File: src/rtl/clkctl_pkg.sv
package clkctl_pkg;
  localparam int NUM_CLK = 3;
  localparam int NUM_EVT = 7;
  localparam int SEL_W   = 2;
  localparam int ADDR_W  = 3;

  localparam logic [ADDR_W-1:0] ADR_EN_DIRECT = 3'd0;
  localparam logic [ADDR_W-1:0] ADR_EN_SET    = 3'd1;
  localparam logic [ADDR_W-1:0] ADR_EN_CLR    = 3'd2;
  localparam logic [ADDR_W-1:0] ADR_EVT_WR    = 3'd3;
  localparam logic [ADDR_W-1:0] ADR_LF_SEL    = 3'd4;

  typedef enum logic [1:0] {
    SRC_STOPPED  = 2'd0,
    SRC_STARTING = 2'd1,
    SRC_STARTED  = 2'd2,
    SRC_STOPPING = 2'd3
  } srcState_t;

  typedef struct packed {
    logic [NUM_CLK-1:0] runSet;
    logic [NUM_CLK-1:0] runClr;
    logic [NUM_CLK-1:0] statSet;
    logic [NUM_CLK-1:0] statClr;
    logic               lfLatch;
    logic               calDone;
    logic               tuneDone;
  } ctrlStrobe_t;
endpackage

File: src/rtl/clkctl_seq.sv
module clkctl_seq
  import clkctl_pkg::*;
#(
  parameter int SETTLE = 4,
  parameter int CNT_W  = 16,
  parameter bit IS_JOB = 1'b0
) (
  input  logic clk,
  input  logic rstN,
  input  logic startTask,
  input  logic stopTask,
  output logic startAcc,
  output logic stopAcc,
  output logic upDone,
  output logic downDone
);
  localparam logic [CNT_W-1:0] RELOAD = CNT_W'(SETTLE - 1);

  srcState_t state;
  logic [CNT_W-1:0] cnt;
  logic cntZero, settling;

  assign cntZero  = (cnt == '0);
  assign settling = (state == SRC_STARTING) || (state == SRC_STOPPING);
  assign startAcc = startTask && ((state == SRC_STOPPED) || (state == SRC_STOPPING));
  assign stopAcc  = !IS_JOB && stopTask &&
                    ((state == SRC_STARTED) || (state == SRC_STARTING));
  assign upDone   = (state == SRC_STARTING) && cntZero && !stopAcc;
  assign downDone = (state == SRC_STOPPING) && cntZero && !startAcc;

  always_ff @(posedge clk or negedge rstN) begin
    if (!rstN) begin
      state <= SRC_STOPPED;
      cnt   <= '0;
    end else if (startAcc) begin
      state <= SRC_STARTING;
      cnt   <= RELOAD;
    end else if (stopAcc) begin
      state <= SRC_STOPPING;
      cnt   <= RELOAD;
    end else if (upDone) begin
      state <= IS_JOB ? SRC_STOPPED : SRC_STARTED;
    end else if (downDone) begin
      state <= SRC_STOPPED;
    end else if (settling) begin
      cnt <= cnt - 1'b1;
    end
  end
endmodule

File: src/rtl/clkctl_ctrl.sv
module clkctl_ctrl
  import clkctl_pkg::*;
#(
  parameter int XO_SETTLE   = 6,
  parameter int PLL_SETTLE  = 4,
  parameter int LF_SETTLE   = 10,
  parameter int CAL_SETTLE  = 8,
  parameter int TUNE_SETTLE = 3,
  parameter int CNT_W       = 16
) (
  input  logic               clk,
  input  logic               rstN,
  input  logic [NUM_CLK-1:0] clkStartTask,
  input  logic [NUM_CLK-1:0] clkStopTask,
  input  logic               calTask,
  input  logic               tuneTask,
  output ctrlStrobe_t        strobe
);
  logic [NUM_CLK-1:0] startAcc, stopAcc, upDone, downDone;
  logic calAcc, calStop, calDown, tuneAcc, tuneStop, tuneDown;

  for (genvar i = 0; i < NUM_CLK; i++) begin : gClk
    localparam int S = (i == 0) ? XO_SETTLE : (i == 1) ? PLL_SETTLE : LF_SETTLE;
    clkctl_seq #(.SETTLE(S), .CNT_W(CNT_W), .IS_JOB(1'b0)) uSeq (
      .clk(clk), .rstN(rstN),
      .startTask(clkStartTask[i]), .stopTask(clkStopTask[i]),
      .startAcc(startAcc[i]), .stopAcc(stopAcc[i]),
      .upDone(upDone[i]), .downDone(downDone[i])
    );
  end

  clkctl_seq #(.SETTLE(CAL_SETTLE), .CNT_W(CNT_W), .IS_JOB(1'b1)) uCal (
    .clk(clk), .rstN(rstN), .startTask(calTask), .stopTask(1'b0),
    .startAcc(calAcc), .stopAcc(calStop), .upDone(strobe.calDone), .downDone(calDown)
  );

  clkctl_seq #(.SETTLE(TUNE_SETTLE), .CNT_W(CNT_W), .IS_JOB(1'b1)) uTune (
    .clk(clk), .rstN(rstN), .startTask(tuneTask), .stopTask(1'b0),
    .startAcc(tuneAcc), .stopAcc(tuneStop), .upDone(strobe.tuneDone), .downDone(tuneDown)
  );

  logic jobSideUnused;
  assign jobSideUnused = calAcc ^ calStop ^ calDown ^ tuneAcc ^ tuneStop ^ tuneDown;

  assign strobe.runSet  = startAcc;
  assign strobe.runClr  = stopAcc;
  assign strobe.statSet = upDone;
  assign strobe.statClr = downDone;
  assign strobe.lfLatch = startAcc[NUM_CLK-1] | (jobSideUnused & 1'b0);
endmodule

File: src/rtl/clkctl_dp.sv
module clkctl_dp
  import clkctl_pkg::*;
(
  input  logic               clk,
  input  logic               rstN,
  input  ctrlStrobe_t        strobe,
  input  logic               regWrEn,
  input  logic [ADDR_W-1:0]  regAddr,
  input  logic [NUM_EVT-1:0] regWrData,
  output logic [NUM_CLK-1:0] clkRun,
  output logic [NUM_CLK-1:0] clkStat,
  output logic [SEL_W-1:0]   lfStatSrc,
  output logic [NUM_EVT-1:0] events,
  output logic [NUM_EVT-1:0] pendMask,
  output logic               irq
);
  logic [NUM_EVT-1:0] enable, evtSet, evtKeep, enNext;
  logic [SEL_W-1:0]   lfSel, lfShadow;
  logic               wrEvt, wrSel;

  assign wrEvt   = regWrEn && (regAddr == ADR_EVT_WR);
  assign wrSel   = regWrEn && (regAddr == ADR_LF_SEL);
  assign evtKeep = wrEvt ? regWrData : '1;
  assign evtSet  = {2'b00, strobe.tuneDone, strobe.calDone, strobe.statSet};

  always_comb begin
    enNext = enable;
    if (regWrEn) begin
      case (regAddr)
        ADR_EN_DIRECT: enNext = regWrData;
        ADR_EN_SET:    enNext = enable | regWrData;
        ADR_EN_CLR:    enNext = enable & ~regWrData;
        default:       enNext = enable;
      endcase
    end
  end

  always_ff @(posedge clk or negedge rstN) begin
    if (!rstN) begin
      clkRun    <= '0;
      clkStat   <= '0;
      lfSel     <= '0;
      lfShadow  <= '0;
      lfStatSrc <= '0;
      events    <= '0;
      enable    <= '0;
    end else begin
      clkRun  <= (clkRun & ~strobe.runClr) | strobe.runSet;
      clkStat <= (clkStat & ~strobe.statClr) | strobe.statSet;
      events  <= (events & evtKeep) | evtSet;
      enable  <= enNext;
      if (wrSel) lfSel <= regWrData[SEL_W-1:0];
      if (strobe.lfLatch) lfShadow <= lfSel;
      if (strobe.statSet[NUM_CLK-1]) lfStatSrc <= lfShadow;
    end
  end

  assign pendMask = events & enable;
  assign irq      = |pendMask;
endmodule

File: src/rtl/clk_task_ctrl.sv
module clk_task_ctrl
  import clkctl_pkg::*;
#(
  parameter int XO_SETTLE   = 6,
  parameter int PLL_SETTLE  = 4,
  parameter int LF_SETTLE   = 10,
  parameter int CAL_SETTLE  = 8,
  parameter int TUNE_SETTLE = 3,
  parameter int CNT_W       = 16
) (
  input  logic         clk,
  input  logic         rstN,
  input  logic [2:0]   clkStartTask,
  input  logic [2:0]   clkStopTask,
  input  logic         calTask,
  input  logic         tuneTask,
  input  logic         regWrEn,
  input  logic [2:0]   regAddr,
  input  logic [6:0]   regWrData,
  output logic [2:0]   clkRun,
  output logic [2:0]   clkStat,
  output logic [1:0]   lfStatSrc,
  output logic [6:0]   events,
  output logic [6:0]   pendMask,
  output logic         irq
);
  ctrlStrobe_t strobe;

  clkctl_ctrl #(
    .XO_SETTLE(XO_SETTLE), .PLL_SETTLE(PLL_SETTLE), .LF_SETTLE(LF_SETTLE),
    .CAL_SETTLE(CAL_SETTLE), .TUNE_SETTLE(TUNE_SETTLE), .CNT_W(CNT_W)
  ) uCtrl (
    .clk(clk), .rstN(rstN),
    .clkStartTask(clkStartTask), .clkStopTask(clkStopTask),
    .calTask(calTask), .tuneTask(tuneTask),
    .strobe(strobe)
  );

  clkctl_dp uDp (
    .clk(clk), .rstN(rstN), .strobe(strobe),
    .regWrEn(regWrEn), .regAddr(regAddr), .regWrData(regWrData),
    .clkRun(clkRun), .clkStat(clkStat), .lfStatSrc(lfStatSrc),
    .events(events), .pendMask(pendMask), .irq(irq)
  );
endmodule

File: config.mk
export PLATFORM = sky130hd
export DESIGN_NAME = clk_task_ctrl
export DESIGN_NICKNAME = d
export VERILOG_FILES = /design/src/rtl/clkctl_pkg.sv /design/src/rtl/clkctl_seq.sv /design/src/rtl/clkctl_ctrl.sv /design/src/rtl/clkctl_dp.sv /design/src/rtl/clk_task_ctrl.sv
export SDC_FILE = /design/constraint.sdc
export NUM_CORES = 1
export LEC_CHECK = 0
export ABC_AREA = 0
export BUFFER_PORTS_ARGS = -buffer_cell sky130_fd_sc_hd__clkbuf_2
export CELL_PAD_IN_SITES_DETAIL_PLACEMENT = 1
export CELL_PAD_IN_SITES_GLOBAL_PLACEMENT = 2
export CORE_MARGIN = 2
export CORE_UTILIZATION = 25
export CTS_CLUSTER_SIZE = 10
export DETAILED_ROUTE_END_ITERATION = 8
export GPL_ROUTABILITY_DRIVEN = 0
export GPL_TIMING_DRIVEN = 1
export PLACE_DENSITY = 0.61
export SYNTH_ARGS = -nofsm -noshare
export SYNTH_HDL_FRONTEND = slang
export SYNTH_HIERARCHICAL = 1
export SYNTH_SLANG_ARGS = --single-unit
File: constraint.sdc
create_clock -name clk -period 3.5 [get_ports clk]
set_input_delay 0.175 -clock clk [delete_from_list [all_inputs] [get_ports clk]]
set_output_delay 0.175 -clock clk [all_outputs]
set_load 0.02 [all_outputs]
==> flow_metrics.env, run 1 <==
export IMPL_finalCritPeriodShare_pct=82.14
export IMPL_overflow=0
export IMPL_mostFrequentLayoutCells="dfrtp_1, nor2_1, nand2_1"
export IMPL_vias=5248
export IMPL_max_slew_margin_pct=31.61
export IMPL_syn_inst=649
export IMPL_clock_sinks=114
export IMPL_ir_worst_vdd_mv=0.3248
export IMPL_grt_usage_pct=13.82
export IMPL_fin_cells=1041
export IMPL_fp_dieArea_sq_um=26710
export IMPL_core_area_sq_um=25040
export IMPL_cp_top_family="simple AND/OR/NAND/NOR gates"
export IMPL_vias_per_cell=5.041
export IMPL_crit_type="flop to flop"
export IMPL_fin_util_pct=30.11
export IMPL_antenna_left=0
export IMPL_wl_per_cell_microns=16.65
export IMPL_die_w_microns=163.4
export IMPL_critPathCaptureType="flop"
export IMPL_cts_tree="built"
export IMPL_fin_tns_setup_ps=0
export IMPL_clk_latency_ps=420
export IMPL_cts_root_buf="clkbuf_16"
export IMPL_cp_slowest_cell="or4_1"
export IMPL_cpPeakStageDelay_ps=580
export IMPL_timing_fmax_ghz=0.3478
export IMPL_postCtsSetupRepairBufs=0
export IMPL_drv_slew=0
export IMPL_status="finished, final reports clean"
export IMPL_syn2layout_area_growth_pct=18.65
export IMPL_worstPathCellList="inv_1, ha_1, or4b_1, or4_1, nor2_1, and3_1, mux2_2"
export IMPL_drt_iter0_markers=179
export IMPL_numPortBuffers=43
export IMPL_required_ps=3790
export IMPL_clock_skew_ps=10.69
export IMPL_grt_max_degree=76
export IMPL_layout_nets=731
export IMPL_cp_start_kind="flop"
export IMPL_fp_row_count=58
export IMPL_crit_fanout=8
export IMPL_final_layout_size_suffix_gt1_share_pct=18.57
export IMPL_syn_area_sq_um=6354
export IMPL_min_period_ps=2875
export IMPL_grt_antenna_before_repair=0
export IMPL_clk_pin_slew_ps=60
export IMPL_setup_viol=0
export IMPL_post_dp_hpwl_mm=12.41
export IMPL_grt_pass1_wl_mm=29.19
export IMPL_antenna_cells=0
export IMPL_cts_buffers=17
export IMPL_syn_nets=681
export IMPL_power_leakage_nw=3.315
export IMPL_maxCapViolCount=0
export IMPL_drtPass1Iterations=4
export IMPL_hold_path_class="input pin to flop"
export IMPL_final_common_cell="dfrtp_1"
export IMPL_die_h_microns=163.4
export IMPL_critPathBufInv=1
export IMPL_powerDensity_nw_per_um2=859.8
export IMPL_dp_cells=1007
export IMPL_h_tree_depth=4
export IMPL_avgSynthCellArea_sq_um=9.790
export IMPL_drc=0
export IMPL_tightest_slew_ps=997.3
export IMPL_num_io_pins=44
export IMPL_grt_pass1_vias=5505
export IMPL_cts_buffer_depth=2
export IMPL_yosysWarnings=6
export IMPL_rsz0062_at_grt="no"
export IMPL_finalWirelength_mm=17.33
export IMPL_start_util_pct=25.38
export IMPL_crit_arrival_ps=3170
export IMPL_hold_viol_final=0
## registers in the layout, indices dropped and copies added (netlist names)
register / flops
uCtrl/uCal/state: 1
uDp/enable: 7
uCtrl/uTune/cnt: 16
uDp/lfStatSrc: 2
uDp/clkRun: 3
uDp/lfShadow: 2
uCtrl/gClk.uSeq/state: 6
uCtrl/gClk.uSeq/cnt: 48
uDp/clkStat: 3
uCtrl/uTune/state: 1
uCtrl/uCal/cnt: 16
uDp/lfSel: 2
uDp/events: 7
## power by group
group | switching [W] | total [W] | internal, W | leakage (nW)
Clock | 0.000618 | 0.00173 | 0.00111 | 0.279
Sequential | 0.000471 | 0.00219 | 0.00172 | 1.42
Combinational | 0.00154 | 0.00256 | 0.00102 | 1.62
Total | 0.00263 | 0.00648 | 0.00386 | 3.32
## worst reg2reg max path, delay by kind of cell, from the launching register on
family | cells | cell delay, ps
buffers and inverters | 1 | 80
flip-flops | 1 | 420
adder cells (fa/ha/maj) | 1 | 170
AND/OR/NAND/NOR | 4 | 1720
multiplexers | 1 | 360
## layer usage
layer	global-route usage, %	share of wire [%]	up-vias	wire length (microns)
met1	17.27	46	2683	7968
li1	-	-	2499	-
met2	24.07	51	51	8805
met5	0	0	-	0
met4	3.982	1.1	0	190
met3	2.768	2.1	15	367
## timing repair
action / 4_1_cts / 5_1_grt
hold endpoints to repair: 23 / 1
hold buffers: 2 / 1
resized for setup: 0 / 0
endpoints found under the setup margin: 0 / 0
## final timing paths
path | startpoint | to | slack, ps | cells past startpoint
worst max-delay path | uCtrl/gClk[2].uSeq/cnt[0] | uDp/lfStatSrc[1] | 620 | 7
worst min-delay path | regWrData[4] | uDp/enable[4] | 30 | 2
worst max register to register | uCtrl/gClk[2].uSeq/cnt[0] | uDp/lfStatSrc[1] | 620 | 7
worst min register to register | uDp/clkRun[1] | uDp/clkRun[1] | 470 | 1
max in group asynchronous | rstN | uDp/events[1] | 2190 | 3
min in group asynchronous | rstN | uCtrl/gClk[1].uSeq/cnt[1] | 500 | 2
## metrics by stage
step	power, W	worst slack, ps	instance area [sq um]	hold WS (ps)
floorplan	0.004100	968.8	6354	-120.6
global placement	0.004698	784.6	6933	425.7
detailed placement	0.004794	667.8	6933	431.8
CTS	0.006573	651.6	7528	3.112
global route	0.007000	481.3	7538	26.69
finish	0.006482	625.0	7538	26.54
## cell type report
| type | count | area, sq um |
|---|---|---|
| fillers | 2859 | 17500 |
| flip-flops and latches | 114 | 2853 |
| well taps | 330 | 412.9 |
| repair buffers | 52 | 305.3 |
| clock inverters | 11 | 138.9 |
| multi-input cells | 484 | 3279 |
| inverters | 30 | 112.6 |
| clock buffers | 20 | 436.7 |
No activity file was read; power rests on OpenSTA's default activity.
==> inputs of run 2 (changes only) <==
- PLACE_DENSITY: 0.61 -> 0.63
- clock period: 3.5 -> 2.6 ns (I/O delays scaled with it)
==> run 2 against run 1 <==
Utilization is 0.67 points higher; total power increased by 40%; critical path depth unchanged; count of clock-buffer cells in the layout rose by 2; fmax increased by 16%; first-iteration DRC count grew 20%; die area unchanged; critical endpoint is now uDp/lfStatSrc[0].
==> flow_metrics.env, run 2 (synthesis results as in run 1) <==
export IMPL_setup_viol=0
export IMPL_grt_pass1_wl_mm=29.59
export IMPL_start_util_pct=25.38
export IMPL_final_common_cell="dfrtp_1"
export IMPL_cp_start_kind="flop"
export IMPL_final_layout_size_suffix_gt1_share_pct=21.07
export IMPL_crit_fanout=4
export IMPL_h_tree_depth=4
export IMPL_core_area_sq_um=25040
export IMPL_status="finished, final reports clean"
export IMPL_crit_type="flop to flop"
export IMPL_largest_reg_flops=48
export IMPL_fin_area_sq_um=7706
export IMPL_vias=5302
export IMPL_dp_cells=1022
export IMPL_syn2layout_area_growth_pct=21.29
export IMPL_whs_ps=22.52
export IMPL_wl_per_cell_microns=16.91
export IMPL_cts_root_buf="clkbuf_16"
export IMPL_clk_pin_slew_ps=60
export IMPL_finalWirelength_mm=17.85
export IMPL_crit_arrival_ps=2780
export IMPL_reg_top3="uCtrl/gClk.uSeq/cnt: 48 flops, uCtrl/uCal/cnt: 16 flops, uCtrl/uTune/cnt: 16 flops"
export IMPL_top_register="uCtrl/gClk.uSeq/cnt"
export IMPL_cts_buffer_depth=2
export IMPL_num_io_pins=44
export IMPL_max_slew_margin_pct=50.81
export IMPL_r2r_cells=7
export IMPL_layout_nets=746
export IMPL_grt_max_degree=50
export IMPL_overflow=0
export IMPL_maxCapViolCount=0
export IMPL_fp_dieArea_sq_um=26710
export IMPL_post_dp_hpwl_mm=12.96
export IMPL_finalCritPeriodShare_pct=95.53
export IMPL_powerDensity_nw_per_um2=1175
export IMPL_rsz0062_at_grt="no"
export IMPL_cts_buffers=17
export IMPL_grt_antenna_before_repair=0
export IMPL_die_h_microns=163.4
export IMPL_fin_tns_setup_ps=0
export IMPL_hold_depth=2
export IMPL_fp_row_count=58
export IMPL_numPortBuffers=43
export IMPL_clk_latency_ps=420
export IMPL_drt_iter0_markers=214
export IMPL_hold_viol_final=0
export IMPL_drv_slew=0
export IMPL_drtPass1Iterations=6
export IMPL_required_ps=2900
export IMPL_drc=0
export IMPL_grt_usage_pct=14.06
export IMPL_ir_worst_vdd_mv=0.3089
export IMPL_min_period_ps=2484
export IMPL_antenna_cells=0
export IMPL_postCtsSetupRepairBufs=0
export IMPL_clock_sinks=114
export IMPL_power_leakage_nw=3.407
export IMPL_cts_tree="built"
export IMPL_vias_per_cell=5.021
export IMPL_grt_pass1_vias=5580
export IMPL_fin_cells=1056
export IMPL_mostFrequentLayoutCells="dfrtp_1, nor2_1, nand2_1"
export IMPL_reg2reg_slack_ps=120
export IMPL_antenna_left=0
export IMPL_clock_skew_ps=8.754
export IMPL_timing_fmax_ghz=0.4026
export IMPL_die_w_microns=163.4
export IMPL_dp_slack_ps=96.00
export IMPL_tightest_slew_ps=737.8
export IMPL_critPathCaptureType="flop"
export IMPL_hold_path_class="input pin to flop"
export IMPL_fin_ws_ps=116.3
export IMPL_place_area_sq_um=7046
## run 2: cell count changes in the layout (fill, tap and decap cells not counted)
| cell | previous run | this run |
|---|---|---|
| o21ai_2 | 0 | 1 |
| o21ai_1 | 1 | 0 |
| or4_4 | 2 | 3 |
| clkinvlp_4 | 2 | 3 |
| and3_1 | 8 | 7 |
| clkbuf_1 | 3 | 0 |
| clkinv_2 | 5 | 3 |
| and3_2 | 0 | 1 |
| clkbuf_8 | 0 | 5 |
| buf_4 | 6 | 21 |
| or4_1 | 16 | 15 |
| clkinv_4 | 1 | 0 |
## run 2: where the power goes
group,leakage (nW),total (W),internal (W),switching [W]
Clock,0.300,0.00247,0.00162,0.000845
Sequential,1.42,0.00295,0.00232,0.000634
Combinational,1.69,0.00364,0.00150,0.00214
## run 2: area by class of cell
class                           count  area, sq um
Clock buffer                       22        494.2
Clock inverter                      9        127.6
Fill cell                        2861        17330
Inverter                           30        112.6
Multi-Input combinational cell    484         3288
Sequential cell                   114         2853
Tap cell                          330        412.9
Timing Repair Buffer               67        417.9
## run 2: worst paths after layout
path / startpoint / end
worst max-delay path: uCtrl/gClk[2].uSeq/cnt[0] / uDp/lfStatSrc[0]
worst min-delay path: regWrData[6] / uDp/events[6]
worst max register to register: uCtrl/gClk[2].uSeq/cnt[0] / uDp/lfStatSrc[0]
worst min register to register: uDp/clkRun[0] / uDp/clkRun[0]
max in group asynchronous: rstN / uCtrl/gClk[0].uSeq/cnt[5]
min in group asynchronous: rstN / uCtrl/gClk[1].uSeq/cnt[1]
## run 2: metal layers
| layer | global-route usage [%] | vias up | share of wire (%) | wire [microns] |
|---|---|---|---|---|
| met3 | 3.073 | 15 | 2.6 | 456 |
| li1 | - | 2538 | - | - |
| met1 | 18.23 | 2693 | 47 | 8470 |
| met2 | 23.32 | 56 | 49 | 8669 |
| met5 | 0 | - | 0 | 0 |
| met4 | 4.465 | 0 | 1.4 | 255 |
## run 2: what timing repair did
action | in CTS | in global routing
gates resized for setup | 0 | 3
endpoints found under the setup margin | 0 | 5
hold buffers | 3 | 0
hold endpoints to repair | 48 | 0
## run 2: per-stage QoR
step                utilization, %  total power, W
finish                       30.78        0.009058
global route                 30.78        0.009731
CTS                          30.74        0.009157
detailed placement           28.14        0.006602
global placement             28.14        0.006420
floorplan                        -        0.005520
## run 2: critical path: stages, from the launching register on
cell	delay, ps
dfrtp_1	410
inv_1	90
ha_1	180
or4b_1	510
or4_1	450
nor2_1	160
and3_2	240
mux2_2	330
